## src/rtl/uart_pd_pkg.sv

```systemverilog
package uart_pd_pkg;
  typedef enum logic [1:0] {
    ST_RUN    = 2'd0,
    ST_PDOWN  = 2'd1,
    ST_SETTLE = 2'd2
  } pd_state_e;
endpackage

```

## src/rtl/uart_pd_rx_sync.sv

```systemverilog
module uart_pd_rx_sync #(
  parameter int STAGES = 2
) (
  input  logic clk_i,
  input  logic rst_ni,
  input  logic rx_i,
  output logic fall_o
);
  logic [STAGES-1:0] sync_q;
  logic              prev_q;

  always_ff @(posedge clk_i or negedge rst_ni) begin
    if (!rst_ni) sync_q[0] <= 1'b1;
    else         sync_q[0] <= rx_i;
  end

  for (genvar g = 1; g < STAGES; g++) begin : g_stage
    always_ff @(posedge clk_i or negedge rst_ni) begin
      if (!rst_ni) sync_q[g] <= 1'b1;
      else         sync_q[g] <= sync_q[g-1];
    end
  end

  always_ff @(posedge clk_i or negedge rst_ni) begin
    if (!rst_ni) prev_q <= 1'b1;
    else         prev_q <= sync_q[STAGES-1];
  end

  assign fall_o = prev_q & ~sync_q[STAGES-1];
endmodule

```

## src/rtl/uart_pd_settle_cnt.sv

```systemverilog
module uart_pd_settle_cnt #(
  parameter int SETTLE_CYCLES = 1024
) (
  input  logic clk_i,
  input  logic rst_ni,
  input  logic clr_i,
  input  logic en_i,
  output logic done_o
);
  localparam int CW = (SETTLE_CYCLES > 2) ? $clog2(SETTLE_CYCLES) : 1;
  localparam logic [CW-1:0] LAST = CW'(SETTLE_CYCLES - 1);

  logic [CW-1:0] cnt_q;

  always_ff @(posedge clk_i or negedge rst_ni) begin
    if (!rst_ni)   cnt_q <= '0;
    else if (clr_i) cnt_q <= '0;
    else if (en_i)  cnt_q <= cnt_q + 1'b1;
  end

  assign done_o = en_i && (cnt_q == LAST);
endmodule

```

## src/rtl/uart_pd_fsm.sv

```systemverilog
module uart_pd_fsm
  import uart_pd_pkg::*;
(
  input  logic      clk_i,
  input  logic      rst_ni,
  input  logic      pd_req_i,
  input  logic      armed_i,
  input  logic      rx_fall_i,
  input  logic      settle_done_i,
  input  logic      irq_ok_i,
  input  logic      tx_busy_i,
  input  logic      rx_busy_i,
  output pd_state_e state_o,
  output logic      cnt_clr_o,
  output logic      wake_o,
  output logic      irq_o,
  output logic      tx_abort_o,
  output logic      rx_abort_o
);
  pd_state_e state_q, state_d;
  logic      wake_q, irq_q, tx_abort_q, rx_abort_q;
  logic      enter_pd, enter_settle, leave_settle;

  always_comb begin
    state_d = state_q;
    unique case (state_q)
      ST_RUN:    if (pd_req_i) state_d = ST_PDOWN;
      ST_PDOWN:  if (armed_i && rx_fall_i) state_d = ST_SETTLE;
      ST_SETTLE: begin
        if (pd_req_i)           state_d = ST_PDOWN;
        else if (settle_done_i) state_d = ST_RUN;
      end
      default:   state_d = ST_RUN;
    endcase
  end

  assign enter_pd     = (state_d == ST_PDOWN) && (state_q != ST_PDOWN);
  assign enter_settle = (state_q == ST_PDOWN) && (state_d == ST_SETTLE);
  assign leave_settle = (state_q == ST_SETTLE) && (state_d == ST_RUN);

  always_ff @(posedge clk_i or negedge rst_ni) begin
    if (!rst_ni) begin
      state_q    <= ST_RUN;
      wake_q     <= 1'b0;
      irq_q      <= 1'b0;
      tx_abort_q <= 1'b0;
      rx_abort_q <= 1'b0;
    end else begin
      state_q    <= state_d;
      wake_q     <= enter_settle;
      irq_q      <= leave_settle && irq_ok_i;
      tx_abort_q <= enter_pd && tx_busy_i;
      rx_abort_q <= enter_pd && rx_busy_i;
    end
  end

  assign state_o    = state_q;
  assign cnt_clr_o  = enter_settle;
  assign wake_o     = wake_q;
  assign irq_o      = irq_q;
  assign tx_abort_o = tx_abort_q;
  assign rx_abort_o = rx_abort_q;
endmodule

```

## src/rtl/uart_pd_wake_seq.sv

```systemverilog
module uart_pd_wake_seq
  import uart_pd_pkg::*;
#(
  parameter int SETTLE_CYCLES = 1024,
  parameter int SYNC_STAGES   = 2
) (
  input  logic clk_i,
  input  logic rst_ni,
  input  logic pd_req_i,
  input  logic rx_i,
  input  logic wake_en_i,
  input  logic uart_en_i,
  input  logic rx_en_i,
  input  logic rx_irq_en_i,
  input  logic glob_irq_en_i,
  input  logic uart_irq_en_i,
  input  logic tx_busy_i,
  input  logic rx_busy_i,
  output logic ready_o,
  output logic tx_force_o,
  output logic rx_discard_o,
  output logic wake_o,
  output logic irq_o,
  output logic tx_abort_o,
  output logic rx_abort_o
);
  pd_state_e state;
  logic      rx_fall, settle_done, cnt_clr, armed, irq_ok;

  assign armed  = wake_en_i & uart_en_i & rx_en_i & rx_irq_en_i;
  assign irq_ok = glob_irq_en_i & uart_irq_en_i;

  uart_pd_rx_sync #(.STAGES(SYNC_STAGES)) i_rx_sync (
    .clk_i  (clk_i),
    .rst_ni (rst_ni),
    .rx_i   (rx_i),
    .fall_o (rx_fall)
  );

  uart_pd_settle_cnt #(.SETTLE_CYCLES(SETTLE_CYCLES)) i_settle_cnt (
    .clk_i  (clk_i),
    .rst_ni (rst_ni),
    .clr_i  (cnt_clr),
    .en_i   (state == ST_SETTLE),
    .done_o (settle_done)
  );

  uart_pd_fsm i_fsm (
    .clk_i         (clk_i),
    .rst_ni        (rst_ni),
    .pd_req_i      (pd_req_i),
    .armed_i       (armed),
    .rx_fall_i     (rx_fall),
    .settle_done_i (settle_done),
    .irq_ok_i      (irq_ok),
    .tx_busy_i     (tx_busy_i),
    .rx_busy_i     (rx_busy_i),
    .state_o       (state),
    .cnt_clr_o     (cnt_clr),
    .wake_o        (wake_o),
    .irq_o         (irq_o),
    .tx_abort_o    (tx_abort_o),
    .rx_abort_o    (rx_abort_o)
  );

  assign ready_o      = (state == ST_RUN);
  assign tx_force_o   = (state == ST_PDOWN);
  assign rx_discard_o = (state == ST_SETTLE);
endmodule

```

## config.mk

```make
export PLATFORM = sky130hd
export DESIGN_NAME = uart_pd_wake_seq
export DESIGN_NICKNAME = d
export VERILOG_FILES = /design/src/rtl/uart_pd_pkg.sv /design/src/rtl/uart_pd_rx_sync.sv /design/src/rtl/uart_pd_settle_cnt.sv /design/src/rtl/uart_pd_fsm.sv /design/src/rtl/uart_pd_wake_seq.sv
export SDC_FILE = /design/constraint.sdc
export NUM_CORES = 1
export LEC_CHECK = 0
export BUFFER_PORTS_ARGS = -buffer_cell sky130_fd_sc_hd__buf_2
export CAP_MARGIN = 0
export CORE_UTILIZATION = 50
export CTS_CLUSTER_DIAMETER = 80
export CTS_CLUSTER_SIZE = 8
export DETAILED_ROUTE_END_ITERATION = 16
export HOLD_SLACK_MARGIN = 0.08
export PLACE_DENSITY = 0.83
export SLEW_MARGIN = 10
export SYNTH_ARGS = -nofsm -noshare
export SYNTH_HDL_FRONTEND = slang
export SYNTH_HIERARCHICAL = 1
export SYNTH_SLANG_ARGS = --single-unit
```

## constraint.sdc

```tcl
create_clock -name clk_i -period 5 [get_ports clk_i]
set_clock_uncertainty 0.05 [all_clocks]
set_input_delay 0.25 -clock clk_i [delete_from_list [all_inputs] [get_ports clk_i]]
set_output_delay 0.25 -clock clk_i [all_outputs]
set_load 0.05 [all_outputs]
```

Word level (Yosys, flattened, before mapping) --
Index checks and enable logic that the tools add are counted.
Word-level totals: output and inout port bits 7, register bits 19
Cells by class: reduce and logical (&&, ||, !) cells 11, bitwise operators 6, equal/unequal tests 6, $add $sub $neg 1, muxes and demuxes 7
Operator list (count):
- $mux 10 | 2
- $add 10x1->10 const B | 1
- $eq 10x10->1 const B | 1
- $logic_and 1x1->1 | 8
- $mux 2 | 4
- $pmux 2 s3 | 1
- $and 1x1->1 | 5
- $eq 2x1->1 const B | 2
- $eq 2x2->1 const B | 2
- $logic_not 2->1 | 2
- $ne 2x1->1 const B | 1
- $reduce_bool 2->1 | 1
- $not 1->1 | 1

Longest topological paths before layout --
Gate-level depths: netlist of the first run.
word-level depth 9, mapped depth 6, depth with buffers taken out 6

By module --
Netlist of the first run, hierarchy kept.
Modules (own cells, without submodules):
- uart_pd_settle_cnt | area an instance 509.2 um^2, cells an instance 50, instances 1, sequential area each 250.2 um^2
- uart_pd_fsm | area an instance 236.5 um^2, cells an instance 18, instances 1, sequential area each 150.1 um^2
- uart_pd_rx_sync | area an instance 92.6 um^2, cells an instance 4, instances 1, sequential area each 78.8 um^2
- uart_pd_wake_seq | area an instance 33.8 um^2, cells an instance 5, instances 1, sequential area each 0.0 um^2

Worst setup path before layout of the first run --
No wires, ideal clock.
path kind reg-to-reg, start register i_fsm.state_q[0] (netlist: i_fsm/state_o[0]), end register i_settle_cnt.cnt_q[8], clock period less this slack 2.360 ns, stages on the path, launching flop included 6, path slack 2.640 ns, library setup time 0.078 ns, required time 4.872 ns, data arrival time 2.232 ns, cell sequence dfrtp_1 nor2b_1 buf_2 nand2_1 or4_1 a21oi_1
On the way: longest elaborated chain between the ends 8, elaborated cells on any way between the ends 13, those cells by class eq/ne (3); mux (6); reduce/logical (4)
RTL lines:
- start: declaration | line uart_pd_fsm.sv:20 | pd_state_e state_q, state_d;
- start signal: assignment | line uart_pd_fsm.sv:49 | state_q <= state_d;
- $eq 2x2->1 *
- net rx_discard_o | line uart_pd_wake_seq.sv:21 | output logic rx_discard_o,
- $logic_and 1x1->1 | line uart_pd_settle_cnt.sv:21 | assign done_o = en_i && (cnt_q == LAST);
- $mux 2 | line uart_pd_fsm.sv:31 | else if (settle_done_i) state_d = ST_RUN;
- $mux 2 | line uart_pd_fsm.sv:30 | if (pd_req_i) state_d = ST_PDOWN;
- $pmux 2 s3 | line uart_pd_fsm.sv:26 | unique case (state_q)
- $eq 2x2->1 | line uart_pd_fsm.sv:38 | assign enter_settle = (state_q == ST_PDOWN) && (state_d == ST_SETTLE);
- $logic_and 1x1->1 | line uart_pd_fsm.sv:38
- $mux 10 or $reduce_bool 2->1 (tied branches)
- end signal: assignment | line uart_pd_settle_cnt.sv:18 | else if (en_i) cnt_q <= cnt_q + 1'b1;
- end: declaration | line uart_pd_settle_cnt.sv:13 | logic [CW-1:0] cnt_q;
The timed path passes the listed nets; every way through them passes the cells marked *. A chain may end at the register's enable or synchronous reset.

Final worst setup path of the first run --
start register i_rx_sync.prev_q, end register i_settle_cnt.cnt_q[9]
On the way: longest elaborated chain between the ends 7, elaborated cells on any way between the ends 8, those cells by class eq/ne (1); mux (3); bitwise (1); reduce/logical (3)
RTL lines:
- start: declaration | line uart_pd_rx_sync.sv:10 | logic prev_q;
- start signal: assignment | line uart_pd_rx_sync.sv:26 | else prev_q <= sync_q[STAGES-1];
- $and 1x1->1 * | line uart_pd_rx_sync.sv:29 | assign fall_o = prev_q & ~sync_q[STAGES-1];
- net rx_fall | line uart_pd_wake_seq.sv:28 | logic rx_fall, settle_done, cnt_clr, armed, irq_ok;
- $logic_and 1x1->1 * | line uart_pd_fsm.sv:28 | ST_PDOWN: if (armed_i && rx_fall_i) state_d = ST_SETTLE;
- $mux 2 * | line uart_pd_fsm.sv:28
- $pmux 2 s3 * | line uart_pd_fsm.sv:26
- $eq 2x2->1 * | line uart_pd_fsm.sv:38
- $logic_and 1x1->1 * | line uart_pd_fsm.sv:38
- net cnt_clr | line uart_pd_wake_seq.sv:28
- $mux 10 or $reduce_bool 2->1 (tied branches)
Marks and branches as above.

==> impl_results.md, run 1 <==
- Unrepaired setup endpoints after global routing: no
- Data arrival, critical path: 2540 ps
- Final-layout worst hold slack: ~150 ps
- CTS sink cnt: 19
- Horizontal die dimension: ~44 um
- Share of total power consumed by net switching: 37.5%
- Largest net degree at the start of global routing: 20
- RePlAce Congestion: 0.777
- Path category of the worst min-delay check: primary input to register
- Power density over the cells: about 400 nW/um^2
- Relative contribution of sequential cells to total power: a little over half
- Post-CTS sizing: 0
- Area grow syn2layout: 16.1%
- Initial antenna violation count: 0
- CP Launch Type: register
- Worst reg-to-reg setup slack: about 2600 ps
- Average cell area after synthesis: 11.3 sq um
- Post-detailed-route count of antenna-violating nets: 0
- Clock tree from TritonCTS: done
- Final routed DRC violation total: 2
- Detailed-route wire length: around 1500 um
- Relative max-transition margin: 52.2%
- Number of CTS-inserted buffers: 3
- Cell area reported after detailed placement: ~960 sq um
- Fillers: 128
- Total via count in the routed design: 638
- Slew at the pin closest to its max-slew limit: 715 ps
- Final cycle utilization of the critical path: 47.5%
- Clock group share of total power: 19.5%
- Cell taking the most area after synthesis: dfrtp_1
- Max Freq: 421 MHz
- Floorplan die area: 1920 sq um
- Root Buffer: clkbuf_4
- Final Critical Period: 2370 ps
- Final setup violation count: 0
- Combinational share of power: 25.6%
- Post-layout total power: slightly above 400 uW
- Sequential fraction of the synthesis area: 54.9%
- Most frequent cells after synthesis: dfrtp_1 (16), nor2_1 (7), a21oi_1 (5)
- Post-detailed-route wirelength per cell: 13.2 um
- Post-DR vias/cell: 5.60
- Max Slew Vio Count: 0
- Worst Path Required: 5170 ps
- Number of hold violations in the final report: 0
- Vias in the first global route: 641
- Ant. Diodes: 0
- Share of final-layout standard cells stronger than drive strength 1: between 30% and 40%
- Share of flip-flops with an asynchronous set or reset after synthesis: 100%
- Gr usage total: between 10% and 20%
- Leakage component of the power: ~0.44 nW
- Number of instances in the synthesized netlist: between 70 and 80
- Yosys warns: 6
- Insertion delay of the later-clocked pin in the worst-skew pair: 310 ps
- Count of flip-flops with a built-in enable after synthesis: 0
- Critical path class: register to register
- Setup Total Neg Slack: 0 ps
- Final standard cell count with taps included and fillers excluded: 114
- Worst voltage drop across the vdd grid: 0.316 mV
- Max cap viols: 0
- Synth top area cells: dfrtp_1 (46%), dfstp_2 (9.0%), o31ai_1 (3.4%), or4_1 (3.4%), nor2_1 (3.0%)
- Most used flip-flop cell after synthesis: dfrtp_1
- Type of destination of the critical path: register
- Number of placed cells counting well taps: 108
- FP Rows: 14
- Global-route wire length before repair: 2590 um
- Net switching component of the power: approximately 150 uW
- Crit-path max FO: 13
- Clock edge transition at the registers on the reported setup and hold paths: 120 ps
- Run status: finished with violations
- Final net count: 112
- Design internal power: 255 uW
- IO Count: 19
- Starting Density: 55.9%
- Iteration-0 DRC Markers: 12
- Most frequent cell after synthesis: dfrtp_1
- Net count after synthesis: 90
- Area of the mapped netlist: 872 sq um
- Total of flip-flops plus latches after synthesis: 19
- Area of the core: 1560 sq um
- Number of detailed-route iterations in the first pass: 9
- Clk buf depth: 2
- Count of port buffers added during placement: 18
- Number of H-tree levels: 1
- HPWL Detailed: 1040 um
- Post-route design area: 1010 sq um
- Violated checks: DRC
- Global route total overflow: 0
- Share of Yosys cell area claimed by the top area cell type: a little under half
- Height of the die: 43.8 um
- Count of different cell masters after synthesis: 34
==> repair_timing <==
item / 4_1_cts / 5_1_grt
endpoints found under the setup margin: 0 / 0
setup buffers: 0 / 0
hold buffers: 2 / 0
hold endpoints to repair: 17 / 0
==> layout make-up <==
class | instances | area (sq um) | area share (%)
clock buffer | 3 | 22.5 | 2.22
clock inverter | 1 | 7.51 | 0.742
inverter | 3 | 11.3 | 1.11
multi-input combinational | 52 | 362 | 35.7
sequential | 19 | 479 | 47.3
tap | 16 | 20.0 | 1.98
timing repair buffer | 20 | 110 | 10.9
==> power by group through the flow <==
stage	logic (mW)	registers [mW]	clock network (mW)
after floorplan	0.0783	0.224	0
after global placement	0.100	0.225	0
after detailed placement	0.102	0.226	0
after CTS	0.106	0.223	0.0824
after global routing	0.117	0.229	0.0883
final	0.105	0.224	0.0796
==> sequential cells by signal (all words and copies together), names as in the netlist <==
register	flops
i_fsm/tx_abort_o	1
i_rx_sync/prev_q	1
i_fsm/irq_o	1
i_fsm/rx_abort_o	1
i_rx_sync/sync_q	2
i_settle_cnt/cnt_q	10
i_fsm/wake_o	1
i_fsm/state_o	2
==> final timing paths <==
check	start	endpoint	depth (start not counted)
worst min register to register	i_rx_sync/sync_q[0]	i_rx_sync/sync_q[1]	0
worst min-delay path	tx_busy_i	i_fsm/tx_abort_o	2
min in group asynchronous	rst_ni	i_settle_cnt/cnt_q[8]	2
worst max-delay path	i_rx_sync/prev_q	i_settle_cnt/cnt_q[9]	6
max in group asynchronous	rst_ni	i_rx_sync/sync_q[1]	2
worst max register to register	i_rx_sync/prev_q	i_settle_cnt/cnt_q[9]	6
==> cell usage in the layout (no fill, tap or decap) <==
cell | synthesis | layout
and4_1 | 1 | 1
o2111ai_1 | 1 | 1
nand2b_4 | 1 | 1
clkinvlp_4 | 0 | 1
o31ai_1 | 4 | 4
or4_1 | 4 | 4
nand4_1 | 2 | 2
xnor2_1 | 1 | 1
o211ai_1 | 1 | 1
nor2b_1 | 1 | 1
nand3_2 | 1 | 1
xor2_1 | 3 | 3
buf_2 | 1 | 18
and2b_2 | 1 | 1
dfstp_2 | 3 | 3
inv_1 | 3 | 3
and2_1 | 2 | 2
ha_1 | 1 | 1
o22ai_1 | 1 | 1
a21oi_1 | 5 | 5
nor4_1 | 1 | 1
nor3b_1 | 2 | 2
nand2_1 | 4 | 4
clkbuf_4 | 0 | 3
o21ai_0 | 1 | 1
dfrtp_1 | 16 | 16
mux2i_1 | 1 | 1
nor2_1 | 7 | 7
dlygate4sd3_1 | 0 | 2
nor2b_4 | 1 | 1
nand3_1 | 1 | 1
nand2b_2 | 1 | 1
o32ai_2 | 1 | 1
nor3_1 | 1 | 1
or3_2 | 1 | 1
==> cells by family (layout without fill, tap and decap cells) <==
family                   count (synthesis)  in the layout  share of synthesized area (%)
flip-flops                              19             19                           54.9
AND/OR/NAND/NOR                         32             32                           23.5
AO/OA/AOI/OAI                           14             14                           11.3
XOR/XNOR                                 4              4                           4.02
adder cells (fa/ha/maj)                  1              1                           1.43
buffers and inverters                    6             27                           3.59
multiplexers                             1              1                           1.15
==> per-layer routing <==
metal / up-vias / wire, um / GRT usage (%)
met5: - / 0 / 0
met4: 0 / 20 / 7.50
met2: 12 / 732 / 32.2
met3: 2 / 67 / 7.50
met1: 302 / 682 / 21.5
li1: 322 / - / -
==> through the flow <==
step	setup WS, ps	util [%]
floorplan	2640	-
global placement	2720	61.7
detailed placement	2600	61.7
CTS	2600	64.9
global route	2330	64.9
finish	2630	64.9
==> worst max-delay path, cell delays in order (launching register included) <==
cell      delay, ps
dfstp_2         530
nor2b_4         120
nand2_1          80
nor2_1          570
o211ai_1        300
or4_1           460
a21oi_1         180
No activity file was read; power rests on OpenSTA's default activity.
==> inputs of run 2 (changes only) <==
Settings changed: CORE_UTILIZATION 50 to 46, PLACE_DENSITY 0.83 to 0.81.
Clock period 5 ns to 2.07 ns, I/O delays scaled along.
==> impl_results.md, run 2 (synthesis results as in run 1) <==
- Run status: finished clean
- Most utilized layer in the global route result: met2
- Unrepaired setup endpoints after global routing: no
- Starting Density: 50.0% (-6.0 points)
- Worst setup path startpoint: i_fsm/state_o[0]
- Number of CTS-inserted buffers: 3 (unchanged)
- Relative max-transition margin: 72.1% (+20 points)
- FP Rows: 15 (+1)
- CP Launch Type: register
- Reg2reg end: i_fsm/irq_o
- Data arrival, critical path: 1980 ps (-560 ps)
- Sink of the worst hold path: i_fsm/irq_o
- Post-detailed-route count of antenna-violating nets: 0 (unchanged)
- Global route total overflow: 0 (unchanged)
- Detailed-route wire length: 1550 um (+3.0%)
- Critical path's slowest cell: dfrtp_1
- Number of hold violations in the final report: 0 (unchanged)
- Post-DR vias/cell: 5.25 (-6.2%)
- RePlAce Congestion: 0.759 (-2.3%)
- Max Freq: 550 MHz (+31%)
- Floorplan die area: 2070 sq um (+8.3%)
- Crit path top cell by count: nand2_1
- Max Slew Vio Count: 0 (unchanged)
- Commonest cells after routing, fill and taps aside: buf_2 (18), dfrtp_1 (16), nor2_1 (7), dlygate4sd3_1 (7), a21oi_1 (5)
- HPWL Detailed: 1110 um (+6.3%)
- Hold path startpoint: uart_irq_en_i
- Fillers: 149 (+16%)
- Total via count in the routed design: 677 (+6.1%)
- Gr usage total: 18.6% (-0.42 points)
- Design internal power: 628 uW (+150%)
- Vias in the first global route: 640 (-0.16%)
- Max cap viols: 0 (unchanged)
- Power density over the cells: 910 nW/um^2 (+130%)
- Combinational share of power: 26.9% (+1.3 points)
- Number of H-tree levels: 1 (unchanged)
- Critical path class: register to register
- Share of total power consumed by net switching: 36.2% (-1.3 points)
- Final net count: 118 (+5.4%)
- Worst Path Required: 2230 ps (-2940 ps)
- Number of cell instances on the worst register-to-register path: 5 (-1)
- Slew at the pin closest to its max-slew limit: 415 ps (-300 ps)
- R2r startpoint: i_fsm/state_o[0]
- Share of final-layout standard cells stronger than drive strength 1: 31.7% (-0.92 points)
- Largest net degree at the start of global routing: 20 (unchanged)
- IO Count: 19 (unchanged)
- Final routed DRC violation total: 0 (-2)
- Clock group share of total power: 18.3% (-1.2 points)
- GR met3 Demand/Resource: 2.38% (-5.1 points)
- Worst reg-to-reg setup slack: 250 ps (-2370 ps)
- Clk buf depth: 2 (unchanged)
- Register ranked first by flip-flop count: i_settle_cnt/cnt_q
- Area of the core: 1750 sq um (+12%)
- Area grow syn2layout: 23.8%
- Clock tree from TritonCTS: done
- Final setup violation count: 0 (unchanged)
- Final-layout worst hold slack: 113 ps (-35.7 ps)
- Cell count of the worst hold path: 4 (+2)
- Met2 GRT Util: 30.0% (-2.2 points)
- Type of destination of the critical path: register
- Count of port buffers added during placement: 18 (unchanged)
- Most common library cell in the layout ignoring fill and taps: buf_2
- Max FFs per register: 10 (unchanged)
- Initial antenna violation count: 0 (unchanged)
- Relative contribution of sequential cells to total power: 54.8% (about the same)
- Horizontal die dimension: 45.5 um (+4.1%)
- Net switching component of the power: 356 uW (+130%)
- Worst voltage drop across the vdd grid: 0.524 mV (+66%)
- Final Critical Period: 1820 ps (-555 ps)
- Number of buffers inserted by hold repair at cts: 7 (+5)
- Leakage component of the power: 0.469 nW (+7.4%)
- CP max stage delay: 500 ps (-70 ps)
- Global-route wire length before repair: 2730 um (+5.1%)
- Iteration-0 DRC Markers: 8 (-4)
- Ant. Diodes: 0 (unchanged)
- Worst path cell trace: nor2b_2 > nand2_1 > nor4_1 > nand2_1 > nor3_1
- Setup Fix Bufs, Post-CTS: 0 (unchanged)
- Met1 Use GR: 24.7% (+3.2 points)
- Root Buffer: clkbuf_4
- CTS sink cnt: 19 (unchanged)
- Clock edge transition at the registers on the reported setup and hold paths: 110 ps (about the same)
- Post-detailed-route wirelength per cell: 12.0 um (-9.0%)
- Post-CTS sizing: 0 (unchanged)
- Final cycle utilization of the critical path: 87.9% (+40 points)
- Setup Total Neg Slack: 0 ps (unchanged)
- Crit-path max FO: 9 (-4)
- Insertion delay of the later-clocked pin in the worst-skew pair: 290 ps (-20 ps)
- Path category of the worst min-delay check: primary input to register
- Number of detailed-route iterations in the first pass: 4 (-5)
- Height of the die: 45.5 um (+4.1%)
[run 2: power by group through the flow]
stage	Clock [mW]	Combinational (mW)	Sequential, mW
after floorplan	0	0.189	0.543
after global placement	0	0.242	0.546
after detailed placement	0	0.254	0.547
after CTS	0.186	0.267	0.539
after global routing	0.205	0.292	0.549
final	0.180	0.264	0.539
[run 2: routing by layer]
metal	wire length, um	up-vias
met5	0	-
met4	12	0
met3	39	2
met2	772	11
met1	722	329
li1	-	335
[run 2: metrics by stage]
step | power (mW) | util [%] | cell area [sq um] | std cells | setup slack, ps
after floorplan | 0.733 | - | 875 | 77 | 12.2
after global placement | 0.788 | 56.3 | 983 | 118 | 242
after detailed placement | 0.801 | 56.3 | 983 | 118 | 244
after CTS | 0.993 | 61.9 | 1080 | 129 | 232
after global routing | 1.05 | 61.9 | 1080 | 129 | 16.1
final | 0.983 | 61.9 | 1080 | 129 | 251
[run 2: layout make-up]
class	instances	area, sq um	share of cell area, %
flip-flops and latches	19	479	44.4
repair buffers	26	168	15.5
multi-input cells	52	364	33.7
inverters	3	11.3	1.04
well taps	25	31.3	2.90
clock buffers	4	26.3	2.43
[run 2: how the worst max path moves through the flow]
stage	endpoint	slack, ps	cells after the start
after floorplan	i_settle_cnt/cnt_q[8]	10	5
after global placement	i_fsm/irq_o	240	5
after detailed placement	i_fsm/irq_o	240	5
after CTS	i_fsm/irq_o	230	5
after global routing	i_fsm/irq_o	20	5
final	i_fsm/irq_o	250	5
[run 2: worst max-delay path, delay by kind of cell (launching register included)]
kind / cells / cell delay, ps
flops: 1 / 500
simple gates: 5 / 1200
